[src/rtl/rrp_pkg.sv]
package rrp_pkg;

  // Position inside a record of the k-th bit sent: bytes ascend, bits descend.
  function automatic int unsigned rrp_bit_pos(int unsigned k);
    return (k / 8) * 8 + 7 - (k % 8);
  endfunction

  // Record index sent in a given slot, with optional half rotation.
  function automatic int unsigned rrp_slot_rec(int unsigned slot, logic rot,
                                               int unsigned nrec);
    return rot ? (slot + nrec / 2) % nrec : slot;
  endfunction

endpackage

[src/rtl/rrp_sync2.sv]
module rrp_sync2 #(
  parameter int  W       = 1,
  parameter logic [W-1:0] RST_VAL = '0
) (
  input  logic         clk,
  input  logic         rst_n,
  input  logic [W-1:0] d,
  output logic [W-1:0] q
);
  logic [W-1:0] meta;

  always_ff @(posedge clk or negedge rst_n) begin
    if (!rst_n) begin
      meta <= RST_VAL;
      q    <= RST_VAL;
    end else begin
      meta <= d;
      q    <= meta;
    end
  end
endmodule

[src/rtl/rrp_latch_ctrl.sv]
module rrp_latch_ctrl #(
  parameter int LATCH_MIN = 2
) (
  input  logic clk,
  input  logic rst_n,
  input  logic cs_act,
  input  logic sync_s,
  output logic latch_fire
);
  localparam int HW = $clog2(LATCH_MIN + 2);

  logic [HW-1:0] hi_cnt;

  always_ff @(posedge clk or negedge rst_n) begin
    if (!rst_n) begin
      hi_cnt <= '0;
    end else if (!sync_s) begin
      hi_cnt <= '0;
    end else if (hi_cnt <= HW'(LATCH_MIN)) begin
      hi_cnt <= hi_cnt + 1'b1;
    end
  end

  // Fires once, on the first high cycle beyond the minimum width.
  assign latch_fire = sync_s && !cs_act && (hi_cnt == HW'(LATCH_MIN));
endmodule

[src/rtl/rrp_record_bank.sv]
module rrp_record_bank #(
  parameter int NREC  = 8,
  parameter int REC_W = 32
) (
  input  logic                  clk,
  input  logic                  rst_n,
  input  logic                  latch_fire,
  input  logic [NREC*REC_W-1:0] rec_data,
  output logic [NREC*REC_W-1:0] latched
);
  for (genvar r = 0; r < NREC; r++) begin : g_rec
    always_ff @(posedge clk or negedge rst_n) begin
      if (!rst_n) begin
        latched[r*REC_W +: REC_W] <= '0;
      end else if (latch_fire) begin
        latched[r*REC_W +: REC_W] <= rec_data[r*REC_W +: REC_W];
      end
    end
  end
endmodule

[src/rtl/rrp_shift_engine.sv]
module rrp_shift_engine
  import rrp_pkg::*;
#(
  parameter int NREC  = 8,
  parameter int REC_W = 32,
  parameter int TOTAL = NREC * REC_W,
  parameter int CW    = $clog2(TOTAL + 1)
) (
  input  logic                  clk,
  input  logic                  rst_n,
  input  logic                  cs_act,
  input  logic                  sync_s,
  input  logic                  sclk_fall,
  input  logic                  precharge,
  input  logic [NREC*REC_W-1:0] latched,
  output logic [CW-1:0]         bit_cnt,
  output logic                  rot_flag,
  output logic                  sdo
);
  localparam int LW = $clog2(TOTAL);

  logic          cs_act_q;
  logic          cs_release;
  logic [LW-1:0] idx;

  assign cs_release = cs_act_q && !cs_act;

  always_ff @(posedge clk or negedge rst_n) begin
    if (!rst_n) begin
      cs_act_q <= 1'b0;
      rot_flag <= 1'b0;
      bit_cnt  <= '0;
    end else begin
      cs_act_q <= cs_act;
      if (cs_release) begin
        rot_flag <= 1'b0;
      end else if (precharge && !cs_act) begin
        rot_flag <= 1'b1;
      end
      if (!cs_act || sync_s) begin
        bit_cnt <= '0;
      end else if (sclk_fall && (bit_cnt < CW'(TOTAL))) begin
        bit_cnt <= bit_cnt + 1'b1;
      end
    end
  end

  always_comb begin
    int unsigned slot;
    int unsigned k;
    int unsigned rec;
    slot = int'(bit_cnt) / REC_W;
    k    = int'(bit_cnt) % REC_W;
    rec  = rrp_slot_rec(slot % NREC, rot_flag, NREC);
    idx  = LW'(rec * REC_W + rrp_bit_pos(k));
    sdo  = (cs_act && (bit_cnt < CW'(TOTAL))) ? latched[idx] : 1'b0;
  end
endmodule

[src/rtl/rec_readout_port.sv]
module rec_readout_port #(
  parameter int NREC      = 8,
  parameter int REC_W     = 32,
  parameter int LATCH_MIN = 2
) (
  input  logic                  clk,
  input  logic                  rst_n,
  input  logic                  cs_n,
  input  logic                  sync_in,
  input  logic                  sclk,
  input  logic                  precharge,
  input  logic [NREC*REC_W-1:0] rec_data,
  output logic                  sdo
);
  localparam int TOTAL = NREC * REC_W;
  localparam int CW    = $clog2(TOTAL + 1);

  logic [2:0]            sync_q;
  logic                  cs_act;
  logic                  sync_s;
  logic                  sclk_s;
  logic                  sclk_q;
  logic                  sclk_fall;
  logic                  latch_fire;
  logic                  rot_flag;
  logic [CW-1:0]         bit_cnt;
  logic [NREC*REC_W-1:0] latched;

  rrp_sync2 #(.W(3), .RST_VAL(3'b001)) u_sync (
    .clk   (clk),
    .rst_n (rst_n),
    .d     ({sclk, sync_in, cs_n}),
    .q     (sync_q)
  );

  assign cs_act = !sync_q[0];
  assign sync_s = sync_q[1];
  assign sclk_s = sync_q[2];

  always_ff @(posedge clk or negedge rst_n) begin
    if (!rst_n) sclk_q <= 1'b0;
    else        sclk_q <= sclk_s;
  end

  assign sclk_fall = sclk_q && !sclk_s;

  rrp_latch_ctrl #(.LATCH_MIN(LATCH_MIN)) u_latch (
    .clk        (clk),
    .rst_n      (rst_n),
    .cs_act     (cs_act),
    .sync_s     (sync_s),
    .latch_fire (latch_fire)
  );

  rrp_record_bank #(.NREC(NREC), .REC_W(REC_W)) u_bank (
    .clk        (clk),
    .rst_n      (rst_n),
    .latch_fire (latch_fire),
    .rec_data   (rec_data),
    .latched    (latched)
  );

  rrp_shift_engine #(.NREC(NREC), .REC_W(REC_W), .TOTAL(TOTAL), .CW(CW)) u_shift (
    .clk       (clk),
    .rst_n     (rst_n),
    .cs_act    (cs_act),
    .sync_s    (sync_s),
    .sclk_fall (sclk_fall),
    .precharge (precharge),
    .latched   (latched),
    .bit_cnt   (bit_cnt),
    .rot_flag  (rot_flag),
    .sdo       (sdo)
  );
endmodule

[config.mk]
export PLATFORM = sky130hd
export DESIGN_NAME = rec_readout_port
export DESIGN_NICKNAME = d
export VERILOG_FILES = /design/src/rtl/rrp_pkg.sv /design/src/rtl/rrp_sync2.sv /design/src/rtl/rrp_latch_ctrl.sv /design/src/rtl/rrp_record_bank.sv /design/src/rtl/rrp_shift_engine.sv /design/src/rtl/rec_readout_port.sv
export SDC_FILE = /design/constraint.sdc
export NUM_CORES = 1
export LEC_CHECK = 0
export BUFFER_PORTS_ARGS = -buffer_cell sky130_fd_sc_hd__clkbuf_2
export CAP_MARGIN = 10
export CORE_UTILIZATION = 50
export CTS_BUF_LIST = sky130_fd_sc_hd__clkbuf_16
export DETAILED_ROUTE_END_ITERATION = 16
export PLACE_DENSITY = 0.78
export SKIP_CTS_REPAIR_TIMING = 1
export SLEW_MARGIN = 20
export SYNTH_ARGS = -nofsm -noshare
export SYNTH_HDL_FRONTEND = slang
export SYNTH_HIERARCHICAL = 1
export SYNTH_SLANG_ARGS = --single-unit
[constraint.sdc]
create_clock -name clk -period 2.39 [get_ports clk]
set_input_delay 0.1195 -clock clk [delete_from_list [all_inputs] [get_ports clk]]
set_output_delay 0.1195 -clock clk [all_outputs]
set_load 0.005 [all_outputs]
### Yosys cells after proc, flatten, opt, wreduce, memory -nomap -nowiden

Cells that the tools add are included.
W data, S select, Z words.

* register bits after elaboration: 276
* latch bits: 0
* bits in writable memories: 0
* ROM bits: 0
* bits of input ports: 262
* output and inout bits: 1
* word-level logic and storage cells: 48
* memories kept: 0

* $add $sub $neg: 6
* multiply operators: 0
* div/mod/pow operators: 0
* $lt $le $gt $ge: 3
* equal/unequal tests: 2
* shift operators: 0
* mux-type cells: 10
* bitwise gates (word level): 0
* reduce and logical (&&, ||, !) cells: 12

Operator list (number)
* $mux W9: 2
* $add A9 B1 Y9 const B: 1
* $lt A8 B9 Y1 const B: 1
* $lt A9 B9 Y1 const B: 1
* $add A8 B8 Y8: 1
* $bmux W1 S8: 1
* $sub A8 B3 Y8: 1
* $logic_and A1 B1 Y1: 7
* $add A5 B3 Y6 const B: 1
* $mux W1: 4
* $mux W2: 2
* $reduce_bool A2 Y1: 2
* $add A3 B3 Y3 const B: 1
* $mux W3: 1
* $add A2 B1 Y2 const B: 1
* $eq A2 B2 Y1 const B: 1
* $le A2 B2 Y1 const B: 1
* $logic_not A1 Y1: 2
* $ne A2 B1 Y1 const B: 1
* $logic_or A1 B1 Y1: 1

### Logic depth before layout (Yosys ltp)

Gate-level depths: netlist of the first run.

* word-level depth: 6
* gate-level depth with buffers: 10
* mapped depth without buffers: 7

### Cells and area by module

Netlist of the first run, hierarchy kept.

Modules (own cells, without submodules)
* rrp_record_bank: instances 1, cells an instance 540, area an instance 9594.2 um^2, seq. area each 6406.1 um^2
* rrp_shift_engine: instances 1, cells an instance 234, area an instance 2889.0 um^2, seq. area each 275.3 um^2
* rrp_sync2: instances 1, cells an instance 6, area an instance 152.6 um^2, seq. area each 152.6 um^2
* rrp_latch_ctrl: instances 1, cells an instance 11, area an instance 123.9 um^2, seq. area each 50.0 um^2
* rec_readout_port: instances 1, cells an instance 3, area an instance 42.5 um^2, seq. area each 25.0 um^2

### Worst setup path before layout of the first run

Ideal clock, no wire load.

* path kind: register to output
* from: register u_shift.bit_cnt[0]
* to: output port sdo
* arrival: 2.049 ns
* required time: 2.271 ns
* setup slack: 0.221 ns
* stages on the path, launching flop included: 11
* buffers on the path: 4
* cells stage by stage: dfrtp_1 > buf_6 > buf_12 > buf_12 > buf_12 > mux2i_1 > a221oi_2 > o21ai_1 > a211o_1 > o211a_1 > o32ai_1

* longest elaborated chain between the ends: 5
* elaborated cells between the ends (all ways): 7
* classes of those cells: add/sub (2); order compare (1); mux (3); reduce/logical (1)

Ends and longest elaborated chain
* from (decl): line rrp_shift_engine.sv:16 `output logic [CW-1:0] bit_cnt,`
* from (signal assigned): line rrp_shift_engine.sv:43 `bit_cnt <= bit_cnt + 1'b1;`
* $sub A8 B3 Y8: line rrp_pkg.sv:5 `return (k / 8) * 8 + 7 - (k % 8);`
* $add A8 B8 Y8: line rrp_shift_engine.sv:55 `idx = LW'(rec * REC_W + rrp_bit_pos(k));`
* $bmux W1 S8: line rrp_shift_engine.sv:56 `sdo = (cs_act && (bit_cnt < CW'(TOTAL))) ? latched[idx] : 1'b0;`
* $mux W1 (implied by the code): line rrp_shift_engine.sv:56
* $mux W1 (*): line rrp_shift_engine.sv:56
* to (decl): line rec_readout_port.sv:13 `output logic sdo`

Every way passes the cells marked *; elsewhere a longest branch is shown, timed or not. The select of a mux whose other input is x is not followed.

### Worst setup path after layout of the first run

Same ends and word-level chain as after synthesis.

==> flow_metrics.env, run 1 <==
export IMPL_final_setup_tns_ns=-0.7810
export IMPL_die_x_um=162.0
export IMPL_startpoint_type="flip-flop"
export IMPL_synth_warnings=6
export IMPL_startpoint="u_shift/bit_cnt[0]"
export IMPL_ys_ff_latch=276
export IMPL_dr_total_vias=9313
export IMPL_synth_top_cell_by_area="dfrtp_1"
export IMPL_period_share_pct=132.7
export IMPL_finalNetCount=1639
export IMPL_wire_per_inst_um=21.54
export IMPL_htreeDepth=1
export IMPL_synth_nets=1059
export IMPL_drtIter0Drc=461
export IMPL_cts_root_buffer="clkbuf_16"
export IMPL_use_met3_pct=5.669
export IMPL_hold_path_class="in -> async"
export IMPL_initial_core_util_pct=50.84
export IMPL_grt_setup_unrepaired="true"
export IMPL_grt_pass1_wl_um=46550
export IMPL_avgSynthCellArea_um2=16.12
export IMPL_ys_seq_area_share_pct=53.97
export IMPL_via_per_inst=5.396
export IMPL_netlist_area_um2=12800
export IMPL_dpl_hpwl_um=21430
export IMPL_finClkSkew_ns=0.007654
export IMPL_yosysTopAreaCellShare_pct=53.56
export IMPL_r2r_slack_ns=0.40
export IMPL_grt_max_degree=92
export IMPL_status="finished, violations left"
export IMPL_clkTransAtPathRegs_ns=0.06
export IMPL_dr_pass1_iters=4
export IMPL_ys_top_cells_by_area="dfrtp_1, mux2_2, mux4_2, mux4_1, buf_6"
export IMPL_syn_to_final_growth_pct=44.31
export IMPL_cp_cell_sequence="buf_6, clkbuf_16, mux4_2, a221o_1, nor2_2, a211oi_2, a311oi_2, o32ai_2, buf_2"
export IMPL_critPathCaptureType="output pin"
export IMPL_row_count=58
export IMPL_rr_worst_depth=4
export IMPL_ant_nets=0
export IMPL_grt_overflow_total=0
export IMPL_ir_drop_uv=637.4
export IMPL_cpMaxStageDelayCell="mux4_2"
export IMPL_synth_edf_count=0
export IMPL_crit_required_ns=2.27
export IMPL_crit_fanout=7
export IMPL_finish_utilization_pct=73.37
export IMPL_drc=0
export IMPL_p_leak_nw=8.255
export IMPL_drive_gt1_share_pct=50.83
export IMPL_timing_fmax_ghz=0.3154
export IMPL_violations="negative setup slack"
export IMPL_boundaryPins=263
export IMPL_tightest_slew_ns=0.6236
export IMPL_max_slew_margin_pct=58.43
export IMPL_cts_tree="done"
export IMPL_period_minus_slack_ns=3.171
export IMPL_max_cap_viol_count=0
export IMPL_dieArea_um2=26250
export IMPL_gp_congestion=0.8194
export IMPL_setup_viol=1
export IMPL_setup_slack_ns=-0.7810
export IMPL_grt_use_total_pct=23.11
export IMPL_clk_insertion_delay_late_ns=0.55
export IMPL_worstSetupPathType="reg -> out"
export IMPL_cts_path_max_buffers=3
export IMPL_met2_usage_pct=37.07
export IMPL_r2r_start="u_sync/q[0]"
export IMPL_antenna_found_initial=4
export IMPL_cts_num_sinks=276
export IMPL_synth_flop_cell="dfrtp_1"
export IMPL_drt_wl_total_um=37180
export IMPL_syn_instance_count=794
export IMPL_async_reset_ff_share_pct=100.0
export IMPL_grt_busiest_layer="met2"
export IMPL_yosysUniqueCellTypes=58
export IMPL_cts_buffers=30
export IMPL_arrival_ns=3.05
export IMPL_first_global_vias=8482
export IMPL_die_y_um=162.0
export IMPL_p_per_area_nw_per_um2=925.4
export IMPL_finalMaxSlewViolations=0
export IMPL_port_buffers=262
export IMPL_core_um2=25180
export IMPL_met1_usage_pct=31.26
export IMPL_critPathMaxStageDelay_ns=0.50
export IMPL_reg2reg_to="u_bank/latched[4]"
export IMPL_fillerInstances=1506
export IMPL_hold_viol=0
routing by layer:
| layer | vias to the layer above | part of all wire (%) | wire length, µm |
|---|---|---|---|
| met1 | 4711 | 39 | 14630 |
| met2 | 354 | 52 | 19310 |
| met3 | 90 | 5.4 | 2003 |
| met4 | 2 | 3.3 | 1218 |
| li1 | 4156 | - | - |
| met5 | - | 0.035 | 13 |
Yosys cell counts, drive strengths merged, types with 2 or more instances:
library cell / number
inv: 5
or3: 2
a22o: 3
mux2: 261
and3: 3
a21oi: 8
nor2: 14
mux2i: 24
buf: 47
mux4: 55
o21ai: 8
a211oi: 4
a22oi: 8
and2: 3
nand3: 5
clkbuf: 9
nor3: 4
dfstp: 2
a221oi: 9
nand2: 7
nand2b: 2
nor2b: 5
ha: 3
xor2: 2
dfrtp: 274
xnor2: 6
o41ai: 3
how the worst max path moves through the flow:
stage	to	slack (ns)	depth (start not counted)
6_report	sdo	-0.78	9
5_1_grt	sdo	-0.84	9
4_1_cts	sdo	-0.83	9
3_5_place_dp	sdo	-0.23	9
3_3_place_gp	sdo	-0.24	9
2_1_floorplan	sdo	0.22	10
stage by stage:
stage	std cells	setup slack (ns)	total power, mW	instance area (µm²)	hold WS, ns
2_1_floorplan	794	0.2211	10.76	12800	-0.1761
3_3_place_gp	1399	-0.2428	11.85	14700	0.08961
3_5_place_dp	1399	-0.2309	12.08	14700	0.09351
4_1_cts	1448	-0.8347	16.50	15610	-0.4905
5_1_grt	1725	-0.8413	17.94	18470	0.1465
6_report	1726	-0.7810	17.10	18480	0.09521
area by class of cell:
| type | instances | area [µm²] | share of cell area (%) |
|---|---|---|---|
| sequential | 276 | 6917 | 37.44 |
| multi-input combinational | 457 | 5384 | 29.14 |
| timing repair buffer | 604 | 4818 | 26.08 |
| clock buffer | 31 | 775.7 | 4.199 |
| tap | 330 | 412.9 | 2.235 |
| clock inverter | 18 | 136.4 | 0.7382 |
| inverter | 5 | 18.77 | 0.1016 |
| antenna | 5 | 12.51 | 0.06772 |
report_power, final:
group	internal (mW)	leakage (nW)	switching, mW	total (mW)
Clock	2.53	0.461	1.84	4.37
Sequential	6.86	3.38	1.25	8.12
Combinational	3.06	4.41	1.55	4.61
state kept, by name, summed over array words and instances (netlist names):
signal / count
u_shift/cs_act_q: 1
u_bank/latched: 256
u_sync/meta: 3
u_sync/q: 3
u_shift/bit_cnt: 9
sclk_q: 1
u_shift/rot_flag: 1
u_latch/hi_cnt: 2
critical path: cells and delay by family, from the launching register on:
family          cells  cell delay [ns]
compound gates      4             0.89
mux                 1             0.50
flops               1             0.49
buf+inv             3             0.44
simple gates        1             0.18
logic make-up after synthesis:
logic type	count (synthesis)	synth area share [%]
compound gates	55	3.401
buf+inv	61	4.593
flops	276	53.97
simple gates	51	2.131
mux	340	35.07
xor+xnor	8	0.5473
fa+ha+maj	3	0.2932
cells in the final DEF (no fill, tap or decap), types with 3 or more instances in the layout:
cell type        n
a21oi_1          8
dlygate4sd3_1  261
nor2b_1          4
mux4_1          18
buf_6            3
a221oi_2         6
xnor2_1          6
inv_1           10
clkbuf_2       260
mux2i_1         24
mux4_2          37
diode_2          5
clkinv_1         5
buf_12          17
a22oi_1          7
clkinv_2         3
nor3_1           4
buf_4           58
dfrtp_1        272
nand2_1          7
clkbuf_16       34
nor2_1          13
nand3_1          5
ha_1             3
and3_1           3
a211oi_2         4
mux2_2         261
o21ai_0          6
Power figures use the tool's default switching activity.
==> run 2: changes to the inputs <==
Settings changed: ABC_CLOCK_PERIOD_IN_PS set to 2390, CORE_MARGIN set to 5, GPL_ROUTABILITY_DRIVEN set to 0.
==> flow_metrics.env, run 2 (synthesis results as in run 1) <==
export IMPL_status="finished, violations left"
export IMPL_violations="negative setup slack"
export IMPL_reg_top3="u_bank/latched: 256 flops, u_shift/bit_cnt: 9 flops"
export IMPL_initial_core_util_pct=50.84
export IMPL_p_total_mw=17.29
export IMPL_antenna_found_initial=4
export IMPL_cts_buffers=30
export IMPL_post_dp_cell_area_um2=14500
export IMPL_ant_nets=0
export IMPL_finalNetCount=1628
export IMPL_die_x_um=170.0
export IMPL_grt_pass1_wl_um=47800
export IMPL_tightest_slew_ns=0.6375
export IMPL_hold_path_class="in -> async"
export IMPL_finalMaxSlewViolations=0
export IMPL_cts_tree="done"
export IMPL_drt_wl_total_um=38240
export IMPL_die_y_um=170.0
export IMPL_port_buffers=262
export IMPL_drive_gt1_share_pct=50.54
export IMPL_setup_viol=1
export IMPL_timing_fmax_ghz=0.3241
export IMPL_crit_fanout=3
export IMPL_r2r_start="u_sync/q[0]"
export IMPL_row_count=58
export IMPL_syn_to_final_growth_pct=43.74
export IMPL_core_um2=25180
export IMPL_dr_total_vias=9313
export IMPL_cts_root_buffer="clkbuf_16"
export IMPL_grt_use_total_pct=20.95
export IMPL_worstSetupPathType="reg -> out"
export IMPL_dr_pass1_iters=5
export IMPL_largest_register="u_bank/latched"
export IMPL_critPathCaptureType="output pin"
export IMPL_max_slew_margin_pct=57.50
export IMPL_via_per_inst=5.418
export IMPL_max_cap_viol_count=0
export IMPL_holdWs_ns=0.1390
export IMPL_period_minus_slack_ns=3.086
export IMPL_finClkSkew_ns=0.01878
export IMPL_cts_num_sinks=276
export IMPL_boundaryPins=263
export IMPL_grt_setup_unrepaired="true"
export IMPL_period_share_pct=129.1
export IMPL_layout_cells_most_common_list="dfrtp_1, dlygate4sd3_1, mux2_2, clkbuf_2, buf_4"
export IMPL_first_global_vias=8640
export IMPL_drtIter0Drc=629
export IMPL_dieArea_um2=28910
export IMPL_htreeDepth=1
export IMPL_rr_worst_depth=4
export IMPL_final_common_cell="dfrtp_1"
export IMPL_wire_per_inst_um=22.25
export IMPL_p_leak_nw=8.224
export IMPL_largest_reg_flops=256
export IMPL_dpl_hpwl_um=22180
export IMPL_final_area_um2=18400
export IMPL_p_per_area_nw_per_um2=939.5
export IMPL_setup_slack_ns=-0.6957
export IMPL_grt_overflow_total=0
export IMPL_clkTransAtPathRegs_ns=0.06
export IMPL_drc=0
export IMPL_clk_insertion_delay_late_ns=0.56
export IMPL_r2r_slack_ns=0.38
export IMPL_grt_max_degree=96
export IMPL_ir_drop_uv=659.8
export IMPL_reg2reg_to="u_bank/latched[246]"
export IMPL_hold_viol=0
export IMPL_arrival_ns=2.97
export IMPL_crit_required_ns=2.27
export IMPL_cts_path_max_buffers=3
export IMPL_startpoint_type="flip-flop"
-- run 2: stage by stage --
step,worst slack [ns],utilization [%],instances,setup TNS (ns)
after floorplan,0.2211,-,794,0
after global placement,-0.1746,57.58,1381,-0.1746
after detailed placement,-0.1877,57.58,1381,-0.1877
after CTS,-0.7872,61.46,1435,-0.7872
after global routing,-0.7783,73.08,1719,-0.7783
final,-0.6957,73.08,1719,-0.6957
-- run 2: worst max path at each step --
stage                     endpoint  depth (start not counted)  slack, ns               start
after floorplan                sdo                         10       0.22  u_shift/bit_cnt[0]
after global placement         sdo                          9      -0.17  u_shift/bit_cnt[0]
after detailed placement       sdo                          9      -0.19  u_shift/bit_cnt[0]
after CTS                      sdo                          9      -0.79  u_shift/bit_cnt[0]
after global routing           sdo                          9      -0.78  u_shift/bit_cnt[0]
final                          sdo                          9      -0.70  u_shift/bit_cnt[0]
-- run 2: cell type report --
| cell class | count | area (µm²) |
|---|---|---|
| inverters | 5 | 18.77 |
| clock inverters | 24 | 226.5 |
| diodes | 4 | 10.01 |
| well taps | 330 | 412.9 |
| fillers | 1494 | 6779 |
| flip-flops and latches | 276 | 6917 |
| multi-input cells | 457 | 5396 |
| repair buffers | 593 | 4671 |
| clock buffers | 30 | 750.7 |
-- run 2: worst max-delay path: stages, from the launching register on --
cell and delay [ns]:
dfrtp_4 0.49, buf_6 0.14, buf_4 0.13, mux4_2 0.43, a221oi_2 0.40, a221oi_2 0.12
buf_4 0.16, o41ai_4 0.24, o32ai_2 0.13, buf_2 0.17
-- run 2: where the power goes --
part | leakage (nW) | total, mW | internal, mW | switching [mW]
clock network | 0.497 | 4.60 | 2.71 | 1.90
registers | 3.38 | 8.08 | 6.86 | 1.22
logic | 4.35 | 4.60 | 3.05 | 1.55
-- run 2: layer usage --
metal  track usage, %  routed length, µm
met5                0                  0
met2            33.49              20210
met4            4.965                825
met3            6.039               2115
met1            28.78              15090
==> run 3: changes to the inputs <==
--- a/config.mk
+++ b/config.mk
@@ -10,9 +10,9 @@
 export CAP_MARGIN = 10
 export CORE_MARGIN = 5
-export CORE_UTILIZATION = 50
+export CORE_UTILIZATION = 25
 export CTS_BUF_LIST = sky130_fd_sc_hd__clkbuf_16
 export DETAILED_ROUTE_END_ITERATION = 16
 export GPL_ROUTABILITY_DRIVEN = 0
-export PLACE_DENSITY = 0.78
+export PLACE_DENSITY = 0.47
 export SKIP_CTS_REPAIR_TIMING = 1
 export SLEW_MARGIN = 20
==> constraint.sdc (replaced) <==
create_clock -name clk -period 2.39 [get_ports clk]
set_input_delay 0.239 -clock clk [delete_from_list [all_inputs] [get_ports clk]]
set_output_delay 0.239 -clock clk [all_outputs]
set_load 0.005 [all_outputs]
==> flow_metrics.env, run 3 (synthesis results as in run 1) <==
export IMPL_status="finished, violations left"
export IMPL_violations="negative setup slack"
export IMPL_finish_utilization_pct=37.59
export IMPL_drc=0
export IMPL_layout_cells_most_common_list="dfrtp_1, mux2_2, clkbuf_2, dlygate4sd3_1, buf_4"
export IMPL_grt_pass1_wl_um=56980
export IMPL_p_leak_nw=8.370
export IMPL_crit_fanout=15
export IMPL_dr_total_vias=8999
export IMPL_final_area_um2=19170
export IMPL_grt_setup_unrepaired="true"
export IMPL_cts_tree="done"
export IMPL_port_buffers=262
export IMPL_hold_viol=0
export IMPL_multi_input_area_um2=5376
export IMPL_setup_slack_ns=-0.9028
export IMPL_initial_core_util_pct=25.11
export IMPL_die_x_um=236.3
export IMPL_startpoint_type="flip-flop"
export IMPL_syn_to_final_growth_pct=49.72
export IMPL_post_dp_cell_area_um2=15290
export IMPL_finalMaxSlewViolations=0
export IMPL_boundaryPins=263
export IMPL_finClkSkew_ns=0.01273
export IMPL_cts_path_max_buffers=3
export IMPL_dr_pass1_iters=4
export IMPL_cpLargestDelayFamily="compound AO/OA/AOI/OAI gates"
export IMPL_via_per_inst=4.318
export IMPL_hold_path_class="in -> reg"
export IMPL_drt_wl_total_um=40340
export IMPL_finalNetCount=1641
export IMPL_fillerInstances=4808
export IMPL_crit_required_ns=2.15
export IMPL_htreeDepth=2
export IMPL_ant_nets=0
export IMPL_cts_root_buffer="clkbuf_16"
export IMPL_p_per_area_nw_per_um2=932.6
export IMPL_p_total_mw=17.88
export IMPL_critPathCaptureType="output pin"
export IMPL_cts_buffers=35
export IMPL_final_common_cell="dfrtp_1"
export IMPL_row_count=83
export IMPL_period_share_pct=137.8
export IMPL_max_slew_margin_pct=63.59
export IMPL_grt_max_degree=56
export IMPL_reg_top3="u_bank/latched: 256 flops, u_shift/bit_cnt: 9 flops"
export IMPL_post_place_ws_ns=-0.7657
export IMPL_worstSetupPathType="reg -> out"
export IMPL_clk_insertion_delay_late_ns=0.53
export IMPL_grt_overflow_total=0
export IMPL_tightest_slew_ns=0.5391
export IMPL_grt_use_total_pct=13.31
export IMPL_drtIter0Drc=288
export IMPL_drive_gt1_share_pct=50.93
export IMPL_max_cap_viol_count=0
export IMPL_period_minus_slack_ns=3.293
export IMPL_core_um2=50990
export IMPL_dpl_hpwl_um=28040
export IMPL_die_y_um=236.3
export IMPL_critPathBufInv=3
export IMPL_antenna_found_initial=4
export IMPL_cpMaxStageDelayCell="mux4_2"
export IMPL_regArea_um2=6918
export IMPL_cts_num_sinks=276
export IMPL_largest_register="u_bank/latched"
export IMPL_cp_cell_sequence="buf_12, mux4_2, a221oi_2, a221oi_1, buf_4, o41ai_4, o32ai_2, buf_2"
export IMPL_setup_viol=1
export IMPL_clkTransAtPathRegs_ns=0.05
export IMPL_largest_reg_flops=256
export IMPL_critPathMaxStageDelay_ns=0.52
export IMPL_arrival_ns=3.05
export IMPL_timing_fmax_ghz=0.3037
export IMPL_dieArea_um2=55840
export IMPL_first_global_vias=8961
export IMPL_ir_drop_uv=508.6
export IMPL_wire_per_inst_um=19.36
run 3: cell types whose count changed in the layout (fill, tap and decap cells not counted), moves of 2 or more:
cell,change
buf_12,+11
clkbuf_16,+6
buf_4,+4
clkinv_1,+4
dlygate4sd3_1,-3
buf_6,-2
diode_2,-2
inv_1,-2
mux2i_1,+2
o21ai_0,+2
o21ai_1,-2
run 3: cell type report:
| class | instances | share of cell area (%) |
|---|---|---|
| timing repair buffer | 601 | 25.19 |
| antenna | 2 | 0.02611 |
| sequential | 276 | 36.09 |
| clock inverter | 26 | 1.273 |
| inverter | 5 | 0.09792 |
| tap | 680 | 4.439 |
| clock buffer | 37 | 4.831 |
| multi-input combinational | 457 | 28.05 |
run 3: worst paths after layout:
check,start,to,slack [ns],depth (start not counted)
max,u_shift/bit_cnt[0],sdo,-0.90,8
min,rec_data[31],u_bank/latched[31],0.01,2
max reg2reg,u_sync/q[0],u_bank/latched[120],0.41,5
min reg2reg,u_sync/meta[1],u_sync/q[1],0.35,0
max in group asynchronous,rst_n,u_bank/latched[255],1.38,3
min in group asynchronous,rst_n,u_bank/latched[106],0.25,2
run 3: power by group:
group | switching (mW) | leakage, nW | internal, mW | total (mW)
Clock | 2.06 | 0.586 | 3.33 | 5.39
Combinational | 1.46 | 4.41 | 3.05 | 4.51
Sequential | 1.12 | 3.38 | 6.86 | 7.98
Total | 4.63 | 8.37 | 13.2 | 17.9
run 3: through the flow:
stage	cells	hold WS, ns	TNS (ns)
2_1_floorplan	794	-0.05659	0
3_3_place_gp	1759	0.2293	-0.8248
3_5_place_dp	1759	0.2274	-0.7657
4_1_cts	1822	-0.3599	-1.349
5_1_grt	2084	0.01284	-1.045
6_report	2084	0.01280	-0.9028
run 3: routing by layer:
metal / up-vias / GRT usage, % / routed length, µm
met5: - / 0 / 30
li1: 4177 / - / -
met4: 4 / 3.568 / 787
met3: 57 / 3.695 / 2119
met2: 218 / 21.48 / 19880
met1: 4543 / 17.72 / 17530
